==> config.mk <==
export PLATFORM = sky130hd
export DESIGN_NAME = intr_status_unit
export DESIGN_NICKNAME = d
export VERILOG_FILES = /design/src/rtl/isu_pkg.sv /design/src/rtl/isu_event_bank.sv /design/src/rtl/isu_reg_port.sv /design/src/rtl/isu_irq_fsm.sv /design/src/rtl/intr_status_unit.sv
export SDC_FILE = /design/constraint.sdc
export NUM_CORES = 1
export LEC_CHECK = 0
export BUFFER_PORTS_ARGS = -buffer_cell sky130_fd_sc_hd__buf_2
export CAP_MARGIN = 5
export CORE_UTILIZATION = 42
export DETAILED_ROUTE_END_ITERATION = 6
export PLACE_DENSITY = 0.79
export SYNTH_ARGS = -nofsm -noshare
export SYNTH_HDL_FRONTEND = slang
export SYNTH_HIERARCHICAL = 1
export SYNTH_SLANG_ARGS = --single-unit
export TNS_END_PERCENT = 5
==> constraint.sdc <==
create_clock -name clk -period 1.5 [get_ports clk]
set_clock_uncertainty 0.05 [all_clocks]
set_input_delay 0.3 -clock clk [delete_from_list [all_inputs] [get_ports clk]]
set_output_delay 0.3 -clock clk [all_outputs]
set_load 0.01 [all_outputs]
==> src/rtl/isu_pkg.sv <==
package isu_pkg;
    localparam int NSRC = 10;
    localparam int AW   = 3;

    // live status positions: 0,1,2,3,5,6,8,9
    localparam logic [NSRC-1:0] SRC_LIVE = 10'b11_0110_1111;

    localparam logic [AW-1:0] A_RAW   = 3'd0;
    localparam logic [AW-1:0] A_MSK   = 3'd1;
    localparam logic [AW-1:0] A_ENSET = 3'd2;
    localparam logic [AW-1:0] A_ENCLR = 3'd3;
    localparam logic [AW-1:0] A_EOI   = 3'd4;

    typedef enum logic [1:0] {
        ST_ARMED   = 2'd0,
        ST_LATCHED = 2'd1,
        ST_SPENT   = 2'd2
    } irq_state_e;
endpackage

==> src/rtl/isu_event_bank.sv <==
module isu_event_bank #(
    parameter int               NSRC = 10,
    parameter logic [NSRC-1:0]  LIVE = '1
) (
    input  logic            clk,
    input  logic            rst_n,
    input  logic [NSRC-1:0] evt,
    input  logic [NSRC-1:0] clr_vec,
    input  logic [NSRC-1:0] en_set,
    input  logic [NSRC-1:0] en_clr,
    output logic [NSRC-1:0] raw,
    output logic [NSRC-1:0] en
);
    logic unused_dead;
    assign unused_dead = ^(evt & ~LIVE) ^ ^(clr_vec & ~LIVE)
                       ^ ^(en_set & ~LIVE) ^ ^(en_clr & ~LIVE);

    for (genvar i = 0; i < NSRC; i++) begin : g_bit
        if (LIVE[i]) begin : g_live
            always_ff @(posedge clk) begin
                if (!rst_n) begin
                    raw[i] <= 1'b0;
                    en[i]  <= 1'b0;
                end else begin
                    // event has priority over a clear in the same cycle
                    raw[i] <= evt[i] | (raw[i] & ~clr_vec[i]);
                    en[i]  <= en_set[i] | (en[i] & ~en_clr[i]);
                end
            end
        end else begin : g_dead
            assign raw[i] = 1'b0;
            assign en[i]  = 1'b0;
        end
    end


    evt_sets_chk: assert property (@(posedge clk) disable iff (!rst_n)
        (|(evt & LIVE)) |=> ((raw & $past(evt & LIVE)) == $past(evt & LIVE)));

    evt_wins_chk: assert property (@(posedge clk) disable iff (!rst_n)
        (|(evt & clr_vec & LIVE)) |=> ((raw & $past(evt & clr_vec & LIVE)) == $past(evt & clr_vec & LIVE)));

    clr_clears_chk: assert property (@(posedge clk) disable iff (!rst_n)
        (|(clr_vec & ~evt)) |=> ((raw & $past(clr_vec & ~evt)) == '0));

    en_set_chk: assert property (@(posedge clk) disable iff (!rst_n)
        (|(en_set & LIVE)) |=> ((en & $past(en_set & LIVE)) == $past(en_set & LIVE)));

    en_clr_chk: assert property (@(posedge clk) disable iff (!rst_n)
        (|en_clr && !(|en_set)) |=> ((en & $past(en_clr)) == '0));

    en_hold_chk: assert property (@(posedge clk) disable iff (!rst_n)
        (!(|en_set) && !(|en_clr)) |=> $stable(en));
endmodule

==> src/rtl/isu_reg_port.sv <==
module isu_reg_port #(
    parameter int NSRC = 10,
    parameter int AW   = 3,
    parameter int DW   = 32
) (
    input  logic            reg_we,
    input  logic [AW-1:0]   reg_addr,
    input  logic [DW-1:0]   reg_wdata,
    input  logic [NSRC-1:0] raw,
    input  logic [NSRC-1:0] en,
    output logic [NSRC-1:0] clr_vec,
    output logic [NSRC-1:0] en_set,
    output logic [NSRC-1:0] en_clr,
    output logic            eoi,
    output logic [DW-1:0]   reg_rdata
);
    import isu_pkg::*;

    logic [NSRC-1:0] wbits;
    logic            unused_hi;
    assign wbits     = reg_wdata[NSRC-1:0];
    assign unused_hi = ^reg_wdata[DW-1:NSRC];

    always_comb begin
        clr_vec = '0;
        en_set  = '0;
        en_clr  = '0;
        eoi     = 1'b0;
        if (reg_we) begin
            unique case (reg_addr)
                A_MSK:   clr_vec = wbits;
                A_ENSET: en_set  = wbits;
                A_ENCLR: en_clr  = wbits;
                A_EOI:   eoi     = 1'b1;
                default: ;
            endcase
        end
    end

    always_comb begin
        reg_rdata = '0;
        unique case (reg_addr)
            A_RAW:   reg_rdata[NSRC-1:0] = raw;
            A_MSK:   reg_rdata[NSRC-1:0] = raw & en;
            A_ENSET,
            A_ENCLR: reg_rdata[NSRC-1:0] = en;
            default: reg_rdata = '0;
        endcase
    end
endmodule

==> src/rtl/isu_irq_fsm.sv <==
module isu_irq_fsm (
    input  logic clk,
    input  logic rst_n,
    input  logic pending,
    input  logic eoi,
    output logic irq_o
);
    import isu_pkg::*;

    irq_state_e state, state_nx;

    always_ff @(posedge clk) begin
        if (!rst_n) state <= ST_ARMED;
        else        state <= state_nx;
    end

    always_comb begin
        state_nx = state;
        unique case (state)
            ST_ARMED:   if (pending) state_nx = ST_LATCHED;
            ST_LATCHED: begin
                if (eoi)           state_nx = ST_ARMED;
                else if (!pending) state_nx = ST_SPENT;
            end
            ST_SPENT:   if (eoi) state_nx = ST_ARMED;
            default:    state_nx = ST_ARMED;
        endcase
    end

    always_comb begin
        unique case (state)
            ST_LATCHED: irq_o = 1'b1;
            default:    irq_o = 1'b0;
        endcase
    end


    eoi_drops_chk: assert property (@(posedge clk) disable iff (!rst_n)
        (eoi && state == ST_LATCHED) |=> !irq_o);

    spent_quiet_chk: assert property (@(posedge clk) disable iff (!rst_n)
        (state == ST_SPENT && !eoi) |=> !irq_o);

    rise_needs_pending_chk: assert property (@(posedge clk) disable iff (!rst_n)
        $rose(irq_o) |-> $past(pending));

    armed_eoi_chk: assert property (@(posedge clk) disable iff (!rst_n)
        (state == ST_ARMED && eoi && !pending) |=> !irq_o);
endmodule

==> src/rtl/intr_status_unit.sv <==
module intr_status_unit #(
    parameter int DW = 32
) (
    input  logic                        clk,
    input  logic                        rst_n,
    input  logic [isu_pkg::NSRC-1:0]    evt_i,
    input  logic                        reg_we,
    input  logic [isu_pkg::AW-1:0]      reg_addr,
    input  logic [DW-1:0]               reg_wdata,
    output logic [DW-1:0]               reg_rdata,
    output logic                        irq_o
);
    import isu_pkg::*;

    logic [NSRC-1:0] raw, en, clr_vec, en_set, en_clr;
    logic            eoi;

    isu_reg_port #(.NSRC(NSRC), .AW(AW), .DW(DW)) u_port (
        .reg_we    (reg_we),
        .reg_addr  (reg_addr),
        .reg_wdata (reg_wdata),
        .raw       (raw),
        .en        (en),
        .clr_vec   (clr_vec),
        .en_set    (en_set),
        .en_clr    (en_clr),
        .eoi       (eoi),
        .reg_rdata (reg_rdata)
    );

    isu_event_bank #(.NSRC(NSRC), .LIVE(SRC_LIVE)) u_bank (
        .clk     (clk),
        .rst_n   (rst_n),
        .evt     (evt_i),
        .clr_vec (clr_vec),
        .en_set  (en_set),
        .en_clr  (en_clr),
        .raw     (raw),
        .en      (en)
    );

    isu_irq_fsm u_fsm (
        .clk     (clk),
        .rst_n   (rst_n),
        .pending (|(raw & en)),
        .eoi     (eoi),
        .irq_o   (irq_o)
    );
endmodule

# --- After elaboration in Yosys (flattened, before gate mapping) ---
# Index checks and enable logic that the tools add are counted.
word_totals:
  regBits: 18
  elab_cells: 95
op_classes:
  n_eq_ne: 9
  n_mux: 15
  n_bitwise: 49
  n_reduce_logical: 5
ops:
  columns: ["operator", "count"]
  rows:
  - ["$mux 10", 6]
  - ["$pmux 10 s3", 1]
  - ["$and 1x1->1", 16]
  - ["$not 1->1", 16]
  - ["$or 1x1->1", 16]
  - ["$and 10x10->10", 1]
  - ["$reduce_or 10->1", 1]
  - ["$mux 2", 4]
  - ["$eq 3x2->1 const B", 2]
  - ["$pmux 2 s3", 1]
  - ["$eq 3x1->1 const B", 1]
  - ["$eq 3x3->1 const B", 1]
  - ["$logic_not 3->1", 1]
  - ["$mux 1", 3]
  - ["$ne 3x3->1 const B", 1]
  - ["$reduce_and 3->1", 1]
  - ["$eq 2x1->1 const B", 1]
  - ["$eq 2x2->1 const B", 1]
  - ["$logic_not 2->1", 1]
  - ["$ne 2x1->1 const B", 1]
  - ["$ne 2x2->1 const B", 1]
  - ["$reduce_or 2->1", 1]

# --- Depth between registers and ports, before layout ---
# Gate-level depths: netlist (run 1).
depth:
  depth_word: 6
  depth_mapped: 6
  depth_no_buf: 5

# --- By module ---
# The synthesis (run 1) kept the hierarchy.
modules_own_cells:
  columns: ["module", "cells_per_inst", "area_each_um2", "instances", "seq_area_each_um2"]
  rows:
  - ["isu_event_bank", 55, 605.6, 1, 320.3]
  - ["isu_reg_port", 74, 543.0, 1, 0.0]
  - ["isu_irq_fsm", 9, 90.1, 1, 40.0]
  - ["intr_status_unit", 6, 52.6, 1, 0.0]

# --- Worst setup path before layout (run 1) ---
# OpenSTA, ideal clock, no wires.
synth_path:
  kind: "register to register"
  start: "register u_bank.raw[9]"
  end: "register u_fsm.state[1]"
  setup_ns: 0.066
  required_ns: 1.384
  synth_period_minus_slack_ns: 1.354
  arrival_time_ns: 1.238
  setup_slack_ns: 0.146
  path_stages_with_launch: 6
  path_cell_list: "dfxtp_1 > a22o_1 > a221oi_2 > nand4_1 > or3b_1 > a21oi_2"
synth_between:
  elab_chain_cells: 4
  elab_cells_between_ends: 5
  classes_between: "2 x eq/ne; 1 x bitwise; 2 x reduce/logical"
synth_rtl:
  columns: ["item", "line", "rtl"]
  rows:
  - ["from (decl)", "isu_event_bank.sv:11", "output logic [NSRC-1:0] raw,"]
  - ["from (signal, indexed assignment)", "isu_event_bank.sv:26", "raw[i] <= evt[i] | (raw[i] & ~clr_vec[i]);"]
  - ["$and 10x10->10 (*)", "intr_status_unit.sv:45", ".pending (|(raw & en)),"]
  - ["$reduce_or 10->1 (*)", "intr_status_unit.sv:45", null]
  - ["$ne 3x3->1 (no line) or $ne 2x1->1 (tied branches)", null, null]
  - ["$reduce_and 3->1 (no line) (*)", null, null]
  - ["to (signal assigned)", "isu_irq_fsm.sv:14", "else state <= state_nx;"]
  - ["to (decl)", "isu_irq_fsm.sv:10", "irq_state_e state, state_nx;"]
# Mark *: on every way between the ends. The rest lies on a longest branch, timed or not.
# A chain may end at the register's enable or synchronous reset.

# --- Final worst setup path (run 1) ---
# Same ends and word-level chain as after synthesis.

==> results of run 1 <==
==> layout by cell type, fill, tap and decap left out, drive strengths merged <==
cell type	n
nor2	3
a221oi	1
nand2	1
buf	38
nand4b	1
clkinv	1
or2b	1
or3b	1
inv	1
a21oi	1
and2	22
a22oi	3
and3	1
nand4	1
a211oi	1
o221a	10
and4bb	2
o21a	16
nor2b	17
nand2b	1
dfxtp	18
conb	26
and4b	1
clkbuf	4
a22o	1
==> sequential cells by signal, indices dropped and copies added (netlist names) <==
signal and count:
u_bank/en 8, u_bank/raw 8, u_fsm/state 2
==> final cells by class <==
class,count,area [um^2]
inverter,2,7.51
tap,31,38.8
clock buffer,4,36.3
timing repair buffer,38,205
fill,292,1400
sequential,18,362
multi-input combinational,111,732
==> how the worst max path moves through the flow <==
stage,slack [ns],to,from
global placement,0.04,u_fsm/state[1],u_bank/raw[9]
CTS,-0.003,u_fsm/state[1],u_bank/raw[9]
floorplan,0.15,u_fsm/state[1],u_bank/raw[9]
finish,0.01,u_fsm/state[1],u_bank/raw[9]
detailed placement,0.00003,u_fsm/state[1],u_bank/raw[9]
global route,-0.06,u_fsm/state[1],u_bank/raw[9]
==> critical path, stage by stage (launching register included) <==
cell      delay, ns
dfxtp_2        0.34
a22o_1         0.20
a221oi_2       0.18
nand4_1        0.14
or3b_1         0.39
a21oi_2        0.11
==> routing by layer <==
| layer | GRT usage, % | vias up |
|---|---|---|
| li1 | - | 500 |
| met1 | 18.7 | 445 |
| met2 | 27.1 | 35 |
| met3 | 4.61 | 2 |
| met4 | 3.14 | 0 |
| met5 | 0 | - |
==> metrics by stage <==
step | TNS (ns) | area, um^2 | std cells | utilization, % | setup WS [ns]
floorplan | 0 | 1340 | 162 | - | 0.146
global placement | 0 | 1340 | 199 | 48.0 | 0.0433
detailed placement | 0 | 1340 | 199 | 48.0 | 0.0000326
CTS | -0.00270 | 1380 | 204 | 49.7 | -0.00270
global route | -0.0616 | 1380 | 204 | 49.7 | -0.0616
finish | 0 | 1380 | 204 | 49.7 | 0.0130
==> power breakdown <==
group | switching [uW] | internal [uW] | total, uW
clock network | 155 | 148 | 303
registers | 18.3 | 503 | 521
logic | 106 | 95.3 | 202
==> repair_timing <==
item / in CTS / in global routing
endpoints found under the setup margin: 1 / 1
gates resized for setup: 1 / 0
buffers inserted: 1 / 0
hold buffers: 0 / 0
pin swaps: 1 / 0
==> impl_metrics.tcl, run 1 <==
set metrics [dict create \
    max_freq_ghz 0.673 \
    drtIter0Drc 15 \
    hold_viol_final 0 \
    r2r_end "u_fsm/state[1]" \
    clkSinkCount 18 \
    die_x_um 56.6 \
    cp_data_required_time_ns 1.69 \
    whs_ns 0.150 \
    max_cap_viol_count 0 \
    htreeDepth 1 \
    remaining_drc_errors 0 \
    nets 222 \
    min_path_type "in2reg" \
    root_buffer "clkbuf_4" \
    maxSlewViolCount 0 \
    critPathLaunchType "flip-flop" \
    cp-end-kind "flip-flop" \
    grt_setup_unrepaired "yes" \
    period_minus_slack_ns 1.49 \
    antenna_cells 0 \
    wl_per_cell_um 11.5 \
    crit_type "reg2reg" \
    area_growth_pct 10.2 \
    drive_above_1_share_pct 33.5 \
    wl_met1_mm 1.08 \
    grt_pass1_vias 875 \
    grt_start_max_net_pins 17 \
    power_density_nw_per_um2 743 \
    regToRegSetupSlack_ns 0.01 \
    worstSkewPairLatency_ns 0.30 \
    p_leak_uw 0.000692 \
    worst-r2r-cell-count 5 \
    status "completed" \
    hold-path-endpoint "u_bank/raw[1]" \
    post-route-period-util_pct 99.1 \
    yosys_warnings 6 \
    gp_congestion 0.755 \
    min-delay-start "evt_i[1]" \
    dr.pass1.iters 4 \
    wl_met2_mm 1.11 \
    grt-ovfl-total 0 \
    die_h_um 56.6 \
    hpwl_mm 1.79 \
    synth.cell_area_um2 1250 \
    crit_path_max_fanout 3 \
    clockBufferDepth 2 \
    syn-instance-count 138 \
    min_path_cells 2 \
    ir_drop_v 0.000772 \
    dr_total_vias 982 \
    ant_nets 0 \
    clkSlewWorstSetupHoldPaths_ns 0.11 \
    grt_use_total_pct 15.5 \
    highest_layer "met4" \
    report.final.setup_viol 0 \
    antenna_found_initial 0 \
    p_total_uw 1030 \
    start_util_pct 45.1 \
    wl_mm 2.35 \
    grt_pass1_wl_mm 3.81 \
    core_um2 2780 \
    cts_tree "yes" \
    portBuffers 32 \
    dieArea_um2 3210 \
    cts_inserted_buffers 3 \
    wl_met3_um 139 \
    worstPathArrival_ns 1.67 \
    reg2reg_from "u_bank/raw[9]" \
    placementRows 19 \
    vias_per_cell 4.81 \
    ios 81 \
    syn_avg_cell_area_um2 9.08 \
]
(Power assumes the default switching activity.)
==> run 2: changes to the inputs <==
--- a/config.mk
+++ b/config.mk
@@ -10,6 +10,7 @@
 export CORE_UTILIZATION = 42
 export DETAILED_ROUTE_END_ITERATION = 6
 export PLACE_DENSITY = 0.79
+export SETUP_SLACK_MARGIN = 0.5
 export SYNTH_ARGS = -nofsm -noshare
 export SYNTH_HDL_FRONTEND = slang
 export SYNTH_HIERARCHICAL = 1
==> impl_metrics.tcl, run 2 (synthesis results as in run 1) <==
set metrics [dict create \
    grt-ovfl-total 0 \
    ant_nets 0 \
    final_area_um2 1530 \
    slowest_stage "or3b_1" \
    power_density_nw_per_um2 692 \
    antenna_cells 0 \
    worstPathArrival_ns 1.69 \
    post-route-period-util_pct 101 \
    grt_start_max_net_pins 17 \
    ctsHoldBuffers 0 \
    placementRows 19 \
    min_path_cells 2 \
    htreeDepth 1 \
    crit_chain "a22o_1 > a221oi_2 > nand4_1 > or3b_1 > a21oi_2" \
    max_cap_viol_count 0 \
    regToRegSetupSlack_ns -0.01 \
    r2r_end "u_fsm/state[1]" \
    hpwl_mm 1.78 \
    fin_ws_ns -0.0121 \
    dp_cells 200 \
    worst-r2r-cell-count 5 \
    die_h_um 56.6 \
    violations "setup timing" \
    dr.pass1.iters 4 \
    maxSlewViolCount 0 \
    ios 81 \
    cts_tree "yes" \
    stdcell_count 205 \
    grt_use_total_pct 15.4 \
    worstSkewPairLatency_ns 0.29 \
    grt_pass1_wl_mm 3.86 \
    fin_util_pct 54.8 \
    wl_mm 2.60 \
    period_minus_slack_ns 1.51 \
    critPathLaunchType "flip-flop" \
    crit_path_max_fanout 2 \
    wl_per_cell_um 12.7 \
    hold-path-endpoint "u_bank/raw[1]" \
    gp_congestion 0.729 \
    die_x_um 56.6 \
    max_freq_ghz 0.661 \
    drtIter0Drc 20 \
    dieArea_um2 3210 \
    layout_common_cells "buf_2 (26), conb_1 (26), nor2b_1 (17)" \
    cts_inserted_buffers 3 \
    dpl_cell_area_um2 1340 \
    hold_viol_final 0 \
    nets 223 \
    core_um2 2780 \
    crit_type "reg2reg" \
    whs_ns 0.150 \
    slowest_delay_ns 0.40 \
    ir_drop_v 0.000515 \
    cp-end-kind "flip-flop" \
    grt_setup_unrepaired "yes" \
    area_growth_pct 21.7 \
    cp_data_required_time_ns 1.68 \
    status "finished, violations left" \
    vias_per_cell 4.87 \
    remaining_drc_errors 0 \
    drive_above_1_share_pct 43.7 \
    min_path_type "in2reg" \
    clkSlewWorstSetupHoldPaths_ns 0.10 \
    root_buffer "clkbuf_4" \
    grt_pass1_vias 857 \
    setup-tns-final_ns -0.0121 \
    portBuffers 32 \
    start_util_pct 45.1 \
    largestRegisters "u_bank/en (8), u_bank/raw (8), u_fsm/state (2)" \
    clkSinkCount 18 \
    p_leak_uw 0.000753 \
    antenna_found_initial 0 \
    report.final.setup_viol 1 \
    clockBufferDepth 2 \
    reg2reg_from "u_bank/raw[9]" \
    min-delay-start "evt_i[1]" \
    dr_total_vias 999 \
]
==> run 2: changes by cell type in the layout (fill, tap and decap cells not counted), sizes merged <==
| cell | change |
|---|---|
| buf | +1 |
| clkinv | -1 |
| clkinvlp | +1 |
==> run 2: final cells by class <==
type                       instances  area (um^2)
sequential                        18          369
timing repair buffer              39          258
clock buffer                       4         36.3
multi-input combinational        111          812
tap                               31         38.8
inverter                           2         11.3
fill                             272         1260
==> run 2: worst max-delay path, delay by kind of cell, from the launching register on <==
family,cells,cell delay (ns)
flip-flops,1,0.32
AO/OA/AOI/OAI,3,0.52
AND/OR/NAND/NOR,2,0.56
==> run 2: worst max path at each step <==
| stage | startpoint | endpoint | slack, ns |
|---|---|---|---|
| global placement | u_bank/raw[9] | u_fsm/state[1] | 0.04 |
| CTS | u_bank/raw[9] | reg_rdata[9] | 0.01 |
| floorplan | u_bank/raw[9] | u_fsm/state[1] | 0.16 |
| detailed placement | u_bank/raw[9] | u_fsm/state[1] | 0.03 |
| global route | u_bank/raw[9] | u_fsm/state[1] | -0.06 |
| finish | u_bank/raw[9] | u_fsm/state[1] | -0.01 |
==> run 2: power by group <==
part / internal (uW) / total (uW) / switching, uW
Combinational: 117 / 237 / 119
Sequential: 505 / 526 / 20.9
Clock: 148 / 292 / 145
Total: 770 / 1060 / 285
==> run 2: per-stage QoR <==
step	total power [uW]	worst slack (ns)
final	1060	-0.0121
after global routing	1110	-0.0588
after global placement	729	0.0411
after detailed placement	731	0.0314
after CTS	1030	0.0116
after floorplan	711	0.157
==> run 2: routing by layer <==
metal	share of wire [%]	global-route usage, %
met4	0.46	5.23
met1	46	21.1
met5	0	0
met2	48	24.9
met3	5.7	1.84
==> run 2: repair_timing <==
item / CTS / global route
pin swaps: 0 / 12
gates resized for setup: 0 / 35
setup buffers: 0 / 1
endpoints found under the setup margin: 28 / 28
==> run 3: changes to the inputs <==
--- a/config.mk
+++ b/config.mk
@@ -10,7 +10,9 @@
 export CORE_UTILIZATION = 42
 export DETAILED_ROUTE_END_ITERATION = 6
 export PLACE_DENSITY = 0.79
+export RECOVER_POWER = 50
 export SETUP_SLACK_MARGIN = 0.5
+export SKIP_CTS_REPAIR_TIMING = 1
 export SYNTH_ARGS = -nofsm -noshare
 export SYNTH_HDL_FRONTEND = slang
 export SYNTH_HIERARCHICAL = 1
==> constraint.sdc (replaced) <==
create_clock -name clk -period 1.4 [get_ports clk]
set_clock_uncertainty 0.05 [all_clocks]
set_input_delay 0.28 -clock clk [delete_from_list [all_inputs] [get_ports clk]]
set_output_delay 0.28 -clock clk [all_outputs]
set_load 0.01 [all_outputs]
==> impl_metrics.tcl, run 3 (synthesis results as in run 1) <==
set metrics [dict create \
    cts_tree "yes" \
    status "finished, violations left" \
    layout_common_cells "conb_1 (26), buf_2 (21), o21a_1 (16)" \
    antenna_cells 0 \
    max_cap_viol_count 0 \
    stdcell_count 204 \
    die_x_um 56.6 \
    crit_chain "a22o_1 > a221oi_2 > nand4_1 > or3b_1 > a21oi_2" \
    report.final.setup_viol 2 \
    grt_use_total_pct 16.8 \
    hpwl_mm 1.85 \
    slowest_stage "or3b_1" \
    fin_ws_ns -0.0674 \
    clkSinkCount 18 \
    cp_data_required_time_ns 1.58 \
    seq_power_share_pct 52.9 \
    slowest_delay_ns 0.38 \
    crit_path_max_fanout 2 \
    cts_inserted_buffers 3 \
    violations "setup timing" \
    hold_viol_final 0 \
    die_h_um 56.6 \
    ir_drop_v 0.000493 \
    remaining_drc_errors 0 \
    grt_start_max_net_pins 14 \
    switchingPower_uw 295 \
    crit_type "reg2reg" \
    drtIter0Drc 13 \
    start_util_pct 45.1 \
    ios 81 \
    dieArea_um2 3210 \
    wl_mm 2.67 \
    critPathLaunchType "flip-flop" \
    grt_pass1_vias 867 \
    layout_commonest_cell "conb_1" \
    portBuffers 32 \
    p_comb_share_pct 24.0 \
    area_growth_pct 22.4 \
    worstPathArrival_ns 1.65 \
    htreeDepth 1 \
    gp_congestion 0.745 \
    p_leak_uw 0.000745 \
    clkSlewWorstSetupHoldPaths_ns 0.10 \
    switching_share_pct 27.7 \
    worst-r2r-cell-count 5 \
    period_minus_slack_ns 1.47 \
    dr.pass1.iters 3 \
    max_freq_ghz 0.681 \
    core_um2 2780 \
    final_area_um2 1530 \
    dp_cells 201 \
    cp-end-kind "flip-flop" \
    nets 223 \
    grt-ovfl-total 0 \
    vias_per_cell 4.85 \
    ant_nets 0 \
    place_ws_ns -0.0694 \
    dr_total_vias 990 \
    power_density_nw_per_um2 694 \
    largestRegisters "u_bank/en (8), u_bank/raw (8), u_fsm/state (2)" \
    min_path_type "in2reg" \
    p_clk_share_pct 23.2 \
    clockBufferDepth 2 \
    post-route-period-util_pct 105 \
    placementRows 19 \
    p_int_uw 770 \
    grt_setup_unrepaired "yes" \
    grt_pass1_wl_mm 4.08 \
    root_buffer "clkbuf_4" \
    drive_above_1_share_pct 46.8 \
    worstSkewPairLatency_ns 0.29 \
    min_path_cells 2 \
    wl_per_cell_um 13.1 \
    dpl_cell_area_um2 1350 \
    maxSlewViolCount 0 \
    antenna_found_initial 0 \
]
-- run 3: per-stage QoR --
step	total power (uW)	utilization, %	hold slack [ns]	setup TNS [ns]
after floorplan	762	-	0.354	0
after global placement	782	48.6	0.401	-0.0614
after detailed placement	785	48.6	0.408	-0.0694
after CTS	1040	49.4	0.133	-0.152
after global routing	1140	55.2	0.0978	-0.326
final	1070	55.2	0.128	-0.108
-- run 3: worst paths after layout --
| check | slack (ns) | to | startpoint |
|---|---|---|---|
| setup / recovery | -0.07 | u_fsm/state[1] | u_bank/raw[9] |
| setup reg to reg | -0.07 | u_fsm/state[1] | u_bank/raw[9] |
| hold reg to reg | 0.39 | u_fsm/state[0] | u_fsm/state[0] |
| hold / removal | 0.13 | u_bank/raw[2] | evt_i[2] |
-- run 3: layout make-up --
cell class | instances | area (um^2)
multi-input cells | 111 | 802
inverters | 2 | 11.3
well taps | 31 | 38.8
repair buffers | 39 | 289
flip-flops and latches | 18 | 370
clock buffers | 3 | 22.5
fillers | 284 | 1250
-- run 3: routing by layer --
| layer | up-vias | wire, um | track usage (%) |
|---|---|---|---|
| met5 | - | 0 | 0 |
| met2 | 30 | 1260 | 25.2 |
| met3 | 2 | 133 | 4.38 |
| met4 | 0 | 26 | 8.36 |
| li1 | 503 | - | - |
| met1 | 455 | 1250 | 22.2 |
-- run 3: power by group through the flow --
| stage | combinational [uW] | sequential, uW | clock [uW] |
|---|---|---|---|
| 2_1_floorplan | 197 | 564 | 0 |
| 3_3_place_gp | 214 | 568 | 0 |
| 3_5_place_dp | 216 | 569 | 0 |
| 4_1_cts | 217 | 557 | 262 |
| 5_1_grt | 279 | 567 | 296 |
| 6_report | 255 | 563 | 247 |
-- run 3: worst max-delay path, delay by kind of cell (launching register included) --
kind / cells / cell delay [ns]
and+or+nand+nor: 2 / 0.53
AOI/OAI and AO/OA: 3 / 0.51
DFF: 1 / 0.33
